<file path="config.mk">
export PLATFORM = sky130hd
export DESIGN_NAME = sio_shift_ctrl
export DESIGN_NICKNAME = d
export VERILOG_FILES = /design/src/rtl/sio_pkg.sv /design/src/rtl/sio_sck_gen.sv /design/src/rtl/sio_start_ctrl.sv /design/src/rtl/sio_shifter.sv /design/src/rtl/sio_shift_ctrl.sv
export SDC_FILE = /design/constraint.sdc
export NUM_CORES = 1
export LEC_CHECK = 0
export ABC_AREA = 1
export BUFFER_PORTS_ARGS = -buffer_cell sky130_fd_sc_hd__buf_4
export CAP_MARGIN = 20
export CORE_MARGIN = 2
export CORE_UTILIZATION = 40
export DETAILED_ROUTE_END_ITERATION = 10
export PLACE_DENSITY_LB_ADDON = 0.2
export RECOVER_POWER = 100
export REMOVE_ABC_BUFFERS = 1
export SETUP_SLACK_MARGIN = 0.02
export SLEW_MARGIN = 30
export SYNTH_ARGS = -nofsm -noshare
export SYNTH_HDL_FRONTEND = slang
export SYNTH_HIERARCHICAL = 1
export SYNTH_SLANG_ARGS = --single-unit
export TNS_END_PERCENT = 10
</file>
<file path="constraint.sdc">
create_clock -name clk -period 1.4 [get_ports clk]
set_input_delay 0.07 -clock clk [delete_from_list [all_inputs] [get_ports clk]]
set_output_delay 0.07 -clock clk [all_outputs]
set_load 0.02 [all_outputs]
</file>
<file path="src/rtl/sio_pkg.sv">
package sio_pkg;

    typedef enum logic [1:0] {
        MODE_3W  = 2'b00,
        MODE_2W  = 2'b01,
        MODE_BUS = 2'b10,
        MODE_RSV = 2'b11
    } sio_mode_e;

    typedef struct packed {
        logic rise;
        logic fall_slot;
    } sck_evt_t;

    function automatic logic mode_open_drain(sio_mode_e m);
        return (m == MODE_2W) || (m == MODE_BUS);
    endfunction

    function automatic logic pull_request(sio_mode_e m, logic bit_v, logic wake);
        logic released;
        released = (m == MODE_BUS) && wake;
        return mode_open_drain(m) && !bit_v && !released;
    endfunction

endpackage

</file>
<file path="src/rtl/sio_sck_gen.sv">
module sio_sck_gen #(
    parameter int HALF_CYC = 4
) (
    input  logic clk,
    input  logic rst,
    input  logic start,
    input  logic run,
    input  logic halt,
    output logic sck,
    output logic tick
);
    localparam int CW = (HALF_CYC > 1) ? $clog2(HALF_CYC) : 1;
    localparam logic [CW-1:0] LAST = CW'(HALF_CYC - 1);

    logic [CW-1:0] cnt;

    assign tick = run && (cnt == LAST);

    always_ff @(posedge clk) begin
        if (rst || start) begin
            cnt <= '0;
        end else if (run) begin
            cnt <= (cnt == LAST) ? '0 : cnt + 1'b1;
        end
    end

    always_ff @(posedge clk) begin
        if (rst) begin
            sck <= 1'b1;
        end else if (start) begin
            sck <= 1'b0;
        end else if (halt) begin
            sck <= 1'b1;
        end else if (tick) begin
            sck <= ~sck;
        end
    end

    // the clock rests high whenever no transfer runs
    assert_sck_idle_R4: assert property (@(posedge clk) disable iff (rst)
        !run |-> sck)
        else $error("sck low while idle");

endmodule

</file>
<file path="src/rtl/sio_start_ctrl.sv">
module sio_start_ctrl
    import sio_pkg::*;
(
    input  logic      clk,
    input  logic      rst,
    input  logic      wr_en,
    input  logic      enable,
    input  sio_mode_e mode,
    input  logic      slave_busy,
    input  logic      line_in,
    input  logic      active,
    output logic      start
);
    logic bus_mode;
    logic gate_ok;
    logic direct;
    logic release_go;
    logic pending;

    assign bus_mode   = (mode == MODE_BUS);
    assign gate_ok    = !bus_mode || (!slave_busy && line_in);
    assign direct     = wr_en && enable && !active && gate_ok;
    assign release_go = pending && enable && bus_mode && !slave_busy && line_in && !active;
    assign start      = direct || release_go;

    always_ff @(posedge clk) begin
        if (rst) begin
            pending <= 1'b0;
        end else if (start) begin
            pending <= 1'b0;
        end else if (wr_en && enable && !active && !gate_ok) begin
            pending <= 1'b1;
        end else if (!enable || !bus_mode) begin
            pending <= 1'b0;
        end
    end

    assert_no_start_disabled_R3: assert property (@(posedge clk) disable iff (rst)
        !enable |-> !start)
        else $error("start while disabled");

    assert_busy_holds_R11: assert property (@(posedge clk) disable iff (rst)
        (bus_mode && slave_busy) |-> !start)
        else $error("start while slave busy");

    assert_no_restart_R2: assert property (@(posedge clk) disable iff (rst)
        active |-> !start)
        else $error("start during active transfer");

endmodule

</file>
<file path="src/rtl/sio_shifter.sv">
module sio_shifter
    import sio_pkg::*;
#(
    parameter int DATA_W = 8
) (
    input  logic              clk,
    input  logic              rst,
    input  logic              start,
    input  logic              load,
    input  logic [DATA_W-1:0] wr_data,
    input  logic              sd_in,
    input  logic              tick,
    input  logic              sck,
    output logic              active,
    output logic [DATA_W-1:0] shreg,
    output logic              out_bit,
    output logic              done
);
    localparam int BW = $clog2(DATA_W + 1);
    localparam logic [BW-1:0] FULL = BW'(DATA_W);

    logic [BW-1:0] bits;
    sck_evt_t      evt;

    assign evt.rise      = tick && !sck;
    assign evt.fall_slot = tick && sck;
    assign done          = evt.fall_slot && (bits == FULL);

    always_ff @(posedge clk) begin
        if (rst) begin
            active  <= 1'b0;
            bits    <= '0;
            shreg   <= '0;
            out_bit <= 1'b1;
        end else if (start) begin
            active  <= 1'b1;
            bits    <= '0;
            out_bit <= load ? wr_data[DATA_W-1] : shreg[DATA_W-1];
            if (load) begin
                shreg <= wr_data;
            end
        end else if (load) begin
            shreg <= wr_data;
        end else if (evt.rise) begin
            shreg <= {shreg[DATA_W-2:0], sd_in};
            bits  <= bits + 1'b1;
        end else if (evt.fall_slot) begin
            if (bits == FULL) begin
                active  <= 1'b0;
                out_bit <= 1'b1;
            end else begin
                out_bit <= shreg[DATA_W-1];
            end
        end
    end

    assert_bits_bound_R4: assert property (@(posedge clk) disable iff (rst)
        bits <= FULL)
        else $error("bit count overrun");

    assert_out_hold_R6: assert property (@(posedge clk) disable iff (rst)
        (active && !evt.fall_slot) |=> $stable(out_bit))
        else $error("output changed off a falling edge");

    assert_shift_in_R6: assert property (@(posedge clk) disable iff (rst)
        evt.rise |=> (shreg[0] == $past(sd_in)))
        else $error("sampled bit not in LSB");

endmodule

</file>
<file path="src/rtl/sio_shift_ctrl.sv">
module sio_shift_ctrl
    import sio_pkg::*;
#(
    parameter int DATA_W   = 8,
    parameter int HALF_CYC = 4
) (
    input  logic              clk,
    input  logic              rst,
    input  logic              wr_en,
    input  logic [DATA_W-1:0] wr_data,
    output logic [DATA_W-1:0] rd_data,
    input  logic              enable,
    input  logic [1:0]        mode,
    input  logic              wake,
    input  logic              irq_clr,
    output logic              irq,
    output logic              xfer_active,
    output logic              sck_out,
    output logic              sd_out,
    output logic              sd_pull_low,
    input  logic              sd_in,
    input  logic              slave_busy
);
    sio_mode_e mode_q;
    logic      start;
    logic      active;
    logic      tick;
    logic      sck;
    logic      done;
    logic      out_bit;
    logic      load;

    assign mode_q = sio_mode_e'(mode);
    assign load   = wr_en && !active;

    sio_start_ctrl u_start (
        .clk        (clk),
        .rst        (rst),
        .wr_en      (wr_en),
        .enable     (enable),
        .mode       (mode_q),
        .slave_busy (slave_busy),
        .line_in    (sd_in),
        .active     (active),
        .start      (start)
    );

    sio_sck_gen #(.HALF_CYC(HALF_CYC)) u_sck (
        .clk   (clk),
        .rst   (rst),
        .start (start),
        .run   (active),
        .halt  (done),
        .sck   (sck),
        .tick  (tick)
    );

    sio_shifter #(.DATA_W(DATA_W)) u_shift (
        .clk     (clk),
        .rst     (rst),
        .start   (start),
        .load    (load),
        .wr_data (wr_data),
        .sd_in   (sd_in),
        .tick    (tick),
        .sck     (sck),
        .active  (active),
        .shreg   (rd_data),
        .out_bit (out_bit),
        .done    (done)
    );

    always_ff @(posedge clk) begin
        if (rst) begin
            irq <= 1'b0;
        end else if (done) begin
            irq <= 1'b1;
        end else if (irq_clr) begin
            irq <= 1'b0;
        end
    end

    assign xfer_active = active;
    assign sck_out     = sck;
    assign sd_out      = out_bit;
    assign sd_pull_low = pull_request(mode_q, out_bit, wake);

    assert_irq_set_R5: assert property (@(posedge clk) disable iff (rst)
        done |=> irq)
        else $error("irq not raised at end");

    assert_irq_hold_R5: assert property (@(posedge clk) disable iff (rst)
        (irq && !irq_clr) |=> irq)
        else $error("irq dropped without clear");

    assert_irq_clear_R5: assert property (@(posedge clk) disable iff (rst)
        (irq_clr && !done) |=> !irq)
        else $error("irq not cleared");

    assert_wake_release_R10: assert property (@(posedge clk) disable iff (rst)
        (mode_q == MODE_BUS && wake) |-> !sd_pull_low)
        else $error("pull-down active under wake-up");

    assert_push_pull_R8: assert property (@(posedge clk) disable iff (rst)
        (mode_q == MODE_3W) |-> !sd_pull_low)
        else $error("pull-down active in three-wire mode");

endmodule

</file>
## Yosys cells after proc, flatten, opt, wreduce, memory -nomap -nowiden

Cells that the tools add are included.

- Bits in registers: 19
- Input port bits: 18
- Output and inout port bits: 13
- Word-level logic and storage cells: 84

- $add $sub $neg: 2
- Eq/ne operators: 7
- Mux-type cells: 23
- Bitwise logic cells: 2
- Reductions and logical operators: 42

Operators by type and width:

| cell | number |
|---|---|
| $mux W8 | 4 |
| $logic_and A1 B1 Y1 | 18 |
| $mux W1 | 18 |
| $reduce_bool A2 Y1 | 5 |
| $logic_not A1 Y1 | 8 |
| $logic_or A1 B1 Y1 | 5 |
| $add A4 B1 Y4 const B | 1 |
| $eq A2 B2 Y1 const B | 2 |
| $eq A4 B4 Y1 const B | 1 |
| $ne A2 B2 Y1 const B | 2 |
| $reduce_and A2 Y1 | 2 |
| $reduce_and A4 Y1 | 1 |
| $reduce_and A3 Y1 | 1 |
| $reduce_bool A3 Y1 | 1 |
| $add A2 B1 Y2 const B | 1 |
| $eq A2 B1 Y1 const B | 1 |
| $mux W2 | 1 |
| $ne A2 B1 Y1 const B | 1 |
| $not A1 Y1 | 2 |
| $reduce_or A2 Y1 | 1 |

## Logic depth before layout (Yosys ltp)

Gate-level depths: netlist of run 1.

- Word-level depth: 8
- Gate-level depth with buffers: 11
- Depth with buffers taken out: 11

## Hierarchy

Netlist of run 1, hierarchy kept.

Modules (own cells, without submodules):

| module | times used | cells each | area each (µm²) | seq. area each (µm²) |
|---|---|---|---|---|
| sio_shifter | 1 | 115 | 760.7 | 280.3 |
| sio_sck_gen | 1 | 22 | 165.2 | 60.1 |
| sio_start_ctrl | 1 | 22 | 113.9 | 20.0 |
| sio_shift_ctrl | 1 | 13 | 78.8 | 20.0 |

## Worst setup path after synthesis of run 1

OpenSTA, ideal clock, no wires.

- Path kind: flip-flop to flip-flop
- Start point: register u_shift.active
- End point: register u_shift.shreg[6]
- Library setup time: 116 ps
- Data arrival time: 1406 ps
- Data required time: 1284 ps
- Setup slack: -121 ps
- Cell stages (with the launch flop): 11
- Path buffers: 1
- Period minus slack after synthesis: 1521 ps
- Cells stage by stage: dfxtp_1 inv_1 nand2_1 nor2_1 nand2_1 nand2_1 buf_6 o21ai_0 nand2_1 nor2_1 nor2_1

- Longest elaborated chain between the ends: 6
- Elaborated cells on any way between the ends: 13
- Those cells by class: 1 x eq/ne; 2 x mux; 10 x reduce/logical

RTL lines:

| what | line | source |
|---|---|---|
| from (decl) | sio_shifter.sv:14 | `output logic active,` |
| from (signal assigned) | sio_shifter.sv:31 | `active <= 1'b0;` |
| from (signal assigned) | sio_shifter.sv:36 | `active <= 1'b1;` |
| from (signal assigned) | sio_shifter.sv:49 | `active <= 1'b0;` |
| $logic_not A1 Y1 * | sio_start_ctrl.sv:22, sio_start_ctrl.sv:23 |  |
| $logic_and A1 B1 Y1 (2 in a row) | sio_start_ctrl.sv:22 | `assign direct = wr_en && enable && !active && gate_ok;` |
| $logic_or A1 B1 Y1 * | sio_start_ctrl.sv:24 | `assign start = direct \|\| release_go;` |
| via start | sio_shift_ctrl.sv:25 | `logic start;` |
| $ne A2 B1 Y1 (no line) | - |  |
| $reduce_and A2 Y1 (no line) | - |  |
| to (signal assigned) | sio_shifter.sv:40 | `shreg <= wr_data;` |
| to (signal assigned) | sio_shifter.sv:43 | `shreg <= wr_data;` |
| to (signal assigned) | sio_shifter.sv:45 | `shreg <= {shreg[DATA_W-2:0], sd_in};` |
| to (decl) | sio_shifter.sv:15 | `output logic [DATA_W-1:0] shreg,` |

Mark *: on every way through the listed nets, which the timed path passes. The rest lies on a longest branch.
A chain may end at the register's enable or synchronous reset.

## Final worst setup path of run 1

- Start point: register u_shift.active
- End point: register irq

- Longest elaborated chain between the ends: 4
- Elaborated cells on any way between the ends: 5
- Those cells by class: 1 x mux; 4 x reduce/logical

RTL lines:

| what | line | source |
|---|---|---|
| $logic_and A1 B1 Y1 * | sio_sck_gen.sv:17 | `assign tick = run && (cnt == LAST);` |
| via tick | sio_shift_ctrl.sv:27 | `logic tick;` |
| $logic_and A1 B1 Y1 * | sio_shifter.sv:26 | `assign evt.fall_slot = tick && sck;` |
| $logic_and A1 B1 Y1 * | sio_shifter.sv:27 | `assign done = evt.fall_slot && (bits == FULL);` |
| via done | sio_shift_ctrl.sv:29 | `logic done;` |
| $mux W1 or $reduce_bool A2 Y1 (tied branches) | - |  |
| to (signal assigned) | sio_shift_ctrl.sv:75 | `irq <= 1'b0;` |
| to (signal assigned) | sio_shift_ctrl.sv:77 | `irq <= 1'b1;` |
| to (signal assigned) | sio_shift_ctrl.sv:79 | `irq <= 1'b0;` |
| to (decl) | sio_shift_ctrl.sv:16 | `output logic irq,` |

Marked as above.

==> impl_metrics.json, run 1 <==
{
  "status": "completed",
  "cp.arrival_ns": 1.60,
  "drive_gt1_share_pct": 40.18,
  "via_per_inst": 4.892,
  "grt_overflow_total": 0,
  "critPathKind": "flop to flop",
  "cpPeakStageDelay_ns": 0.37,
  "ys_seq_area_share_pct": 34.00,
  "yosys.area.top_type": "dfxtp_1",
  "drt_iter0_drc": 35,
  "drt-pass1-iter-count": 4,
  "track_usage_pct": 17.30,
  "yosysWarnings": 6,
  "place_ws_ns": -0.004637,
  "rsz0062_at_grt": "true",
  "crit_chain": "buf_4, nand2_2, inv_2, inv_1, nor3_2, buf_4, buf_4, inv_1, a21oi_2",
  "synthTopCellsByArea": "dfxtp_1 (34%), nand2_1 (14%), nor2_1 (9.4%)",
  "hold_depth": 4,
  "io_pins": 31,
  "leakagePower_nw": 0.8011,
  "fin_ws_ns": 0.03536,
  "place_congestion": 0.7615,
  "cp_common_cell": "buf_4",
  "ys.flop_type": "dfxtp_1",
  "async_flop_share_pct": 0,
  "wl_met2_mm": 1.549,
  "drv_cap": 0,
  "core.rowCount": 19,
  "setup_viol": 0,
  "worst_slew_pin_slew_ns": 0.2693,
  "wl_met1_mm": 1.220,
  "finalWorstPathRequiredPeriod_ns": 1.365,
  "clk_path_buf_depth": 2,
  "r2r_start": "u_shift/active",
  "yosys_register_bits": 19,
  "fmax_ghz": 0.7328,
  "wl_mm": 2.931,
  "fin_util_pct": 60.80,
  "cp_top_family": "buffers and inverters",
  "areaGrowthSynthToFinish_pct": 47.32,
  "clock_skew_ns": 0.007210,
  "r2r_slack_ns": 0.04,
  "diodes": 0,
  "clock_tree.root_cell": "clkbuf_4",
  "synth.top_cell.area_share_pct": 34.00,
  "synth_area_per_cell_um2": 6.503,
  "cts_tree": "built",
  "fin_crit_sh_pct": 97.47,
  "min-delay-start": "irq_clr",
  "endpoint_kind": "flop",
  "synth_edf_count": 0,
  "design.die.area_mm2": 0.003235,
  "fp.dieH_um": 56.88,
  "dp_cells": 239,
  "vias": 1223,
  "drc": 0,
  "irDropWorstVdd_v": 0.0006359,
  "r2r-end": "irq",
  "path_max_fanout": 4,
  "cts_inserted_buffers": 3,
  "hold_path.class": "input pin to flop",
  "max-slew-margin-rel_pct": 82.03,
  "critPathBufInv": 6,
  "finalHoldViolations": 0,
  "wl_met3_um": 137,
  "instances_no_fill": 250,
  "htreeDepth": 1,
  "die_w_um": 56.88,
  "finalMaxSlewViolations": 0,
  "core-area_mm2": 0.002710,
  "io_buffers": 30,
  "start_util_pct": 41.27,
  "cts.clk_slew.worst_paths_ns": 0.11,
  "holdPathEnd": "irq",
  "highest_layer": "met4",
  "crit_required_ns": 1.64,
  "wl_per_cell_um": 11.72,
  "cpMaxStageDelayCell": "dfxtp_2",
  "dp_hpwl_mm": 2.051,
  "worst_r2r_path_depth": 9,
  "cts.sinks": 19,
  "setup-tns-final_ns": 0,
  "power_density_mw_per_mm2": 774.6,
  "yosysMostFrequentCell": "nand2_1",
  "clk_latency_ns": 0.30,
  "synthesis.area_mm2": 0.001119,
  "cp-start-kind": "flop",
  "grt_pass1_wl_mm": 4.533,
  "ys_top_cells_by_count": "nand2_1 (41), nor2_1 (28), inv_1 (27)",
  "grt_pass1_vias": 1129,
  "grt_max_degree": 14,
  "fin_nets": 242,
  "antenna_found_initial": 0,
  "synth_cell_type_count": 23,
  "synthCells": 172,
  "drtAntennaViolNets": 0
}
==> worst max path at each step <==
stage | startpoint | end | slack, ns | cells after the start
2_1_floorplan | u_shift/active | u_shift/shreg[7] | -0.33 | 11
3_3_place_gp | u_sck/cnt[0] | u_sck/sck | 0.04 | 9
3_5_place_dp | u_sck/cnt[0] | u_sck/sck | -0.005 | 9
4_1_cts | u_shift/active | u_shift/shreg[1] | 0.04 | 11
5_1_grt | u_shift/active | irq | -0.04 | 9
6_report | u_shift/active | irq | 0.04 | 9
==> cells by family (layout without fill, tap and decap cells) <==
| group | count (synthesis) | after routing | synth area share [%] |
|---|---|---|---|
| buffers and inverters | 32 | 77 | 11.97 |
| AO/OA/AOI/OAI | 29 | 29 | 13.98 |
| adder cells (fa/ha/maj) | 4 | 4 | 4.474 |
| XOR/XNOR | 1 | 1 | 0.7831 |
| flip-flops | 19 | 19 | 34.00 |
| AND/OR/NAND/NOR | 87 | 89 | 34.79 |
==> area by class of cell <==
type,count,area [µm²]
Tap cell,31,38.79
Timing Repair Buffer,43,359.1
Clock buffer,4,26.28
Sequential cell,19,384.1
Fill cell,249,1062
Inverter,30,117.6
Multi-Input combinational cell,123,721.9
==> worst min-delay path, stage by stage <==
cell	delay, ns
buf_4	0.08
inv_1	0.03
nand2_1	0.06
a21oi_2	0.05
==> stage by stage <==
| step | instance area [µm²] | total power, mW | hold WS (ns) |
|---|---|---|---|
| floorplan | 1100 | 0.7912 | 0.1324 |
| global placement | 1436 | 0.9303 | 0.2991 |
| detailed placement | 1436 | 0.9369 | 0.3072 |
| CTS | 1481 | 1.219 | 0.01402 |
| global route | 1648 | 1.358 | 0.03275 |
| finish | 1648 | 1.276 | 0.02324 |
==> timing repair <==
item	in CTS	in global routing
pin swaps	0	17
endpoints found under the hold margin	2	0
gates resized for setup	3	46
endpoints found under the setup margin	10	14
setup buffers	0	3
hold buffers	1	0
cloned	0	3
==> sequential cells by signal, indices dropped and copies added, names as in the netlist <==
name             cells
u_sck/cnt            2
u_start/pending      1
irq                  1
u_shift/out_bit      1
u_shift/active       1
u_shift/bits         4
u_shift/shreg        8
u_sck/sck            1
==> cells in the final DEF (no fill, tap or decap), drive strengths merged <==
cell,n
nand2,46
buf,41
nor2,32
inv,30
dfxtp,19
o21ai,19
a21oi,8
nand3,8
clkbuf,5
ha,4
nand4,2
dlygate4sd3,1
xnor2,1
nor3,1
o211ai,1
a31oi,1
==> per-layer routing <==
metal | track usage (%) | up-vias
met1 | 20.00 | 552
met4 | 3.987 | 0
met2 | 31.36 | 31
met3 | 4.608 | 4
met5 | 0 | -
li1 | - | 636
==> where the power goes <==
group | total (mW) | switching (mW) | internal [mW]
registers | 0.605 | 0.0299 | 0.575
clock network | 0.280 | 0.169 | 0.111
logic | 0.392 | 0.214 | 0.178
Note: power is estimated with default switching activity, not from simulation.
==> inputs of run 2 (changes only) <==
==> constraint.sdc (replaced) <==
create_clock -name clk -period 1.8 [get_ports clk]
set_input_delay 0.09 -clock clk [delete_from_list [all_inputs] [get_ports clk]]
set_output_delay 0.09 -clock clk [all_outputs]
set_load 0.02 [all_outputs]
==> impl_metrics.json, run 2 (synthesis gave the netlist of run 1 again) <==
{
  "max-slew-margin-rel_pct": 82.63,
  "holdPathEnd": "irq",
  "drt_iter0_drc": 20,
  "irDropWorstVdd_v": 0.0004748,
  "start_util_pct": 41.27,
  "track_usage_pct": 16.75,
  "wl_per_cell_um": 10.39,
  "cpPeakStageDelay_ns": 0.39,
  "switching_share_pct": 31.62,
  "areaGrowthSynthToFinish_pct": 21.92,
  "cts_inserted_buffers": 3,
  "top_usage_layer": "met2",
  "fp.dieH_um": 56.88,
  "place_congestion": 0.8384,
  "cts-resized-gates": 0,
  "hold_depth": 4,
  "min-delay-start": "irq_clr",
  "cts.sinks": 19,
  "drc": 0,
  "setup-tns-final_ns": 0,
  "p_int_mw": 0.6196,
  "drt-pass1-iter-count": 4,
  "switchingPower_mw": 0.2865,
  "grt_max_degree": 11,
  "die_w_um": 56.88,
  "r2r-end": "u_shift/shreg[7]",
  "p_comb_share_pct": 24.5,
  "rsz0062_at_grt": "false",
  "cp-start-kind": "flop",
  "cp.arrival_ns": 1.79,
  "htreeDepth": 1,
  "cpMaxStageDelayCell": "dfxtp_1",
  "clock_skew_ns": 0.002282,
  "cts_tree": "built",
  "status": "completed",
  "via_per_inst": 4.770,
  "final_common_cell": "nand2_1",
  "leakagePower_nw": 0.6869,
  "critPathBufInv": 2,
  "io_buffers": 30,
  "setup_viol": 0,
  "cts.clk_slew.worst_paths_ns": 0.11,
  "n_fill_cell": 294,
  "worst_slew_pin_slew_ns": 0.2617,
  "finalHoldViolations": 0,
  "place_ws_ns": 0.3233,
  "core-area_mm2": 0.002710,
  "clock_tree.root_cell": "clkbuf_4",
  "pwr-share-seq_pct": 51.5,
  "critPathKind": "flop to flop",
  "grt_pass1_vias": 1079,
  "crit_required_ns": 2.04,
  "gr-usage-met1_pct": 21.05,
  "grt_pass1_wl_mm": 4.409,
  "largest-register": "u_shift/shreg",
  "whs_ns": 0.03131,
  "fmax_ghz": 0.6433,
  "clk_path_buf_depth": 2,
  "finalWorstPathRequiredPeriod_ns": 1.555,
  "diodes": 0,
  "r2r_slack_ns": 0.25,
  "finalMaxSlewViolations": 0,
  "fin_ws_ns": 0.2455,
  "largest_register_ff_count": 8,
  "clk_latency_ns": 0.29,
  "core.rowCount": 19,
  "globalRouteMet3Util_pct": 4.378,
  "io_pins": 31,
  "grt_overflow_total": 0,
  "top_regs": "u_shift/shreg x8, u_shift/bits x4, u_sck/cnt x2",
  "grt_use_met2_pct": 28.90,
  "drive_gt1_share_pct": 16.83,
  "cp_top_family": "simple AND/OR/NAND/NOR gates",
  "final_cell_mix": "nand2_1 (42), inv_1 (28), nor2_1 (28), buf_4 (20), dfxtp_1 (19)",
  "endpoint_kind": "flop",
  "clkPwrFrac_pct": 24.0,
  "fin_crit_sh_pct": 86.36,
  "path_max_fanout": 9,
  "hold_path.class": "input pin to flop",
  "antenna_found_initial": 0,
  "fin_util_pct": 50.32,
  "cts_setup_buffers": 0,
  "drtAntennaViolNets": 0,
  "worst_r2r_path_depth": 11,
  "vias": 1140,
  "fin_nets": 231,
  "drv_cap": 0,
  "dp_hpwl_mm": 1.936,
  "wl_mm": 2.484,
  "crit_chain": "inv_1, nand2_1, nor2_1, nand2_1, nand2_1, clkbuf_2, nor2_8, nand2_2, o21ai_2, nor2_1, nor2_1",
  "power_density_mw_per_mm2": 664.4,
  "path_depth": 11,
  "design.die.area_mm2": 0.003235,
  "r2r_start": "u_shift/active"
}
## run 2: worst max-delay path by stage
| stage | from | end | slack, ns |
|---|---|---|---|
| floorplan | u_shift/active | u_shift/shreg[7] | 0.07 |
| global placement | u_shift/active | u_sck/sck | 0.37 |
| detailed placement | u_shift/active | u_shift/shreg[3] | 0.32 |
| CTS | u_shift/active | u_shift/shreg[7] | 0.28 |
| global route | u_shift/active | u_shift/shreg[1] | 0.05 |
| finish | u_shift/active | u_shift/shreg[7] | 0.25 |
## run 2: power groups by stage
stage | registers [mW] | clock network (mW) | logic (mW)
2_1_floorplan | 0.501 | 0 | 0.114
3_3_place_gp | 0.476 | 0 | 0.236
3_5_place_dp | 0.477 | 0 | 0.238
4_1_cts | 0.468 | 0.224 | 0.241
5_1_grt | 0.471 | 0.238 | 0.250
6_report | 0.467 | 0.217 | 0.222
## run 2: layout make-up
| cell class | count | area (µm²) | area share, % |
|---|---|---|---|
| clock buffers | 4 | 26.28 | 1.927 |
| multi-input cells | 121 | 593.1 | 43.49 |
| repair buffers | 34 | 210.2 | 15.41 |
| inverters | 30 | 115.1 | 8.440 |
| well taps | 31 | 38.79 | 2.844 |
| flip-flops and latches | 19 | 380.4 | 27.89 |
## run 2: through the flow
step	total power [mW]	cells	cell area [µm²]
5_1_grt	0.9600	239	1364
6_report	0.9061	239	1364
3_3_place_gp	0.7120	234	1386
4_1_cts	0.9335	239	1423
3_5_place_dp	0.7157	234	1386
2_1_floorplan	0.6153	170	1100
## run 2: worst register-to-register path, cell delays in order, from the launching register on
cell and delay [ns]:
dfxtp_1 0.39, inv_1 0.07, nand2_1 0.06, nor2_1 0.04
nand2_1 0.07, nand2_1 0.15, clkbuf_2 0.24, nor2_8 0.21
nand2_2 0.07, o21ai_2 0.05, nor2_1 0.06, nor2_1 0.10
## run 2: layer usage
layer  wire length [µm]  vias up
li1                   -      608
met1               1143      513
met2               1238       17
met3                 86        2
met4                 17        0
met5                  0        -
## run 2: timing repair
| action | 4_1_cts | 5_1_grt |
|---|---|---|
| endpoints found under the setup margin | 0 | 0 |
| hold endpoints to repair | 1 | 0 |
| hold buffers | 1 | 0 |
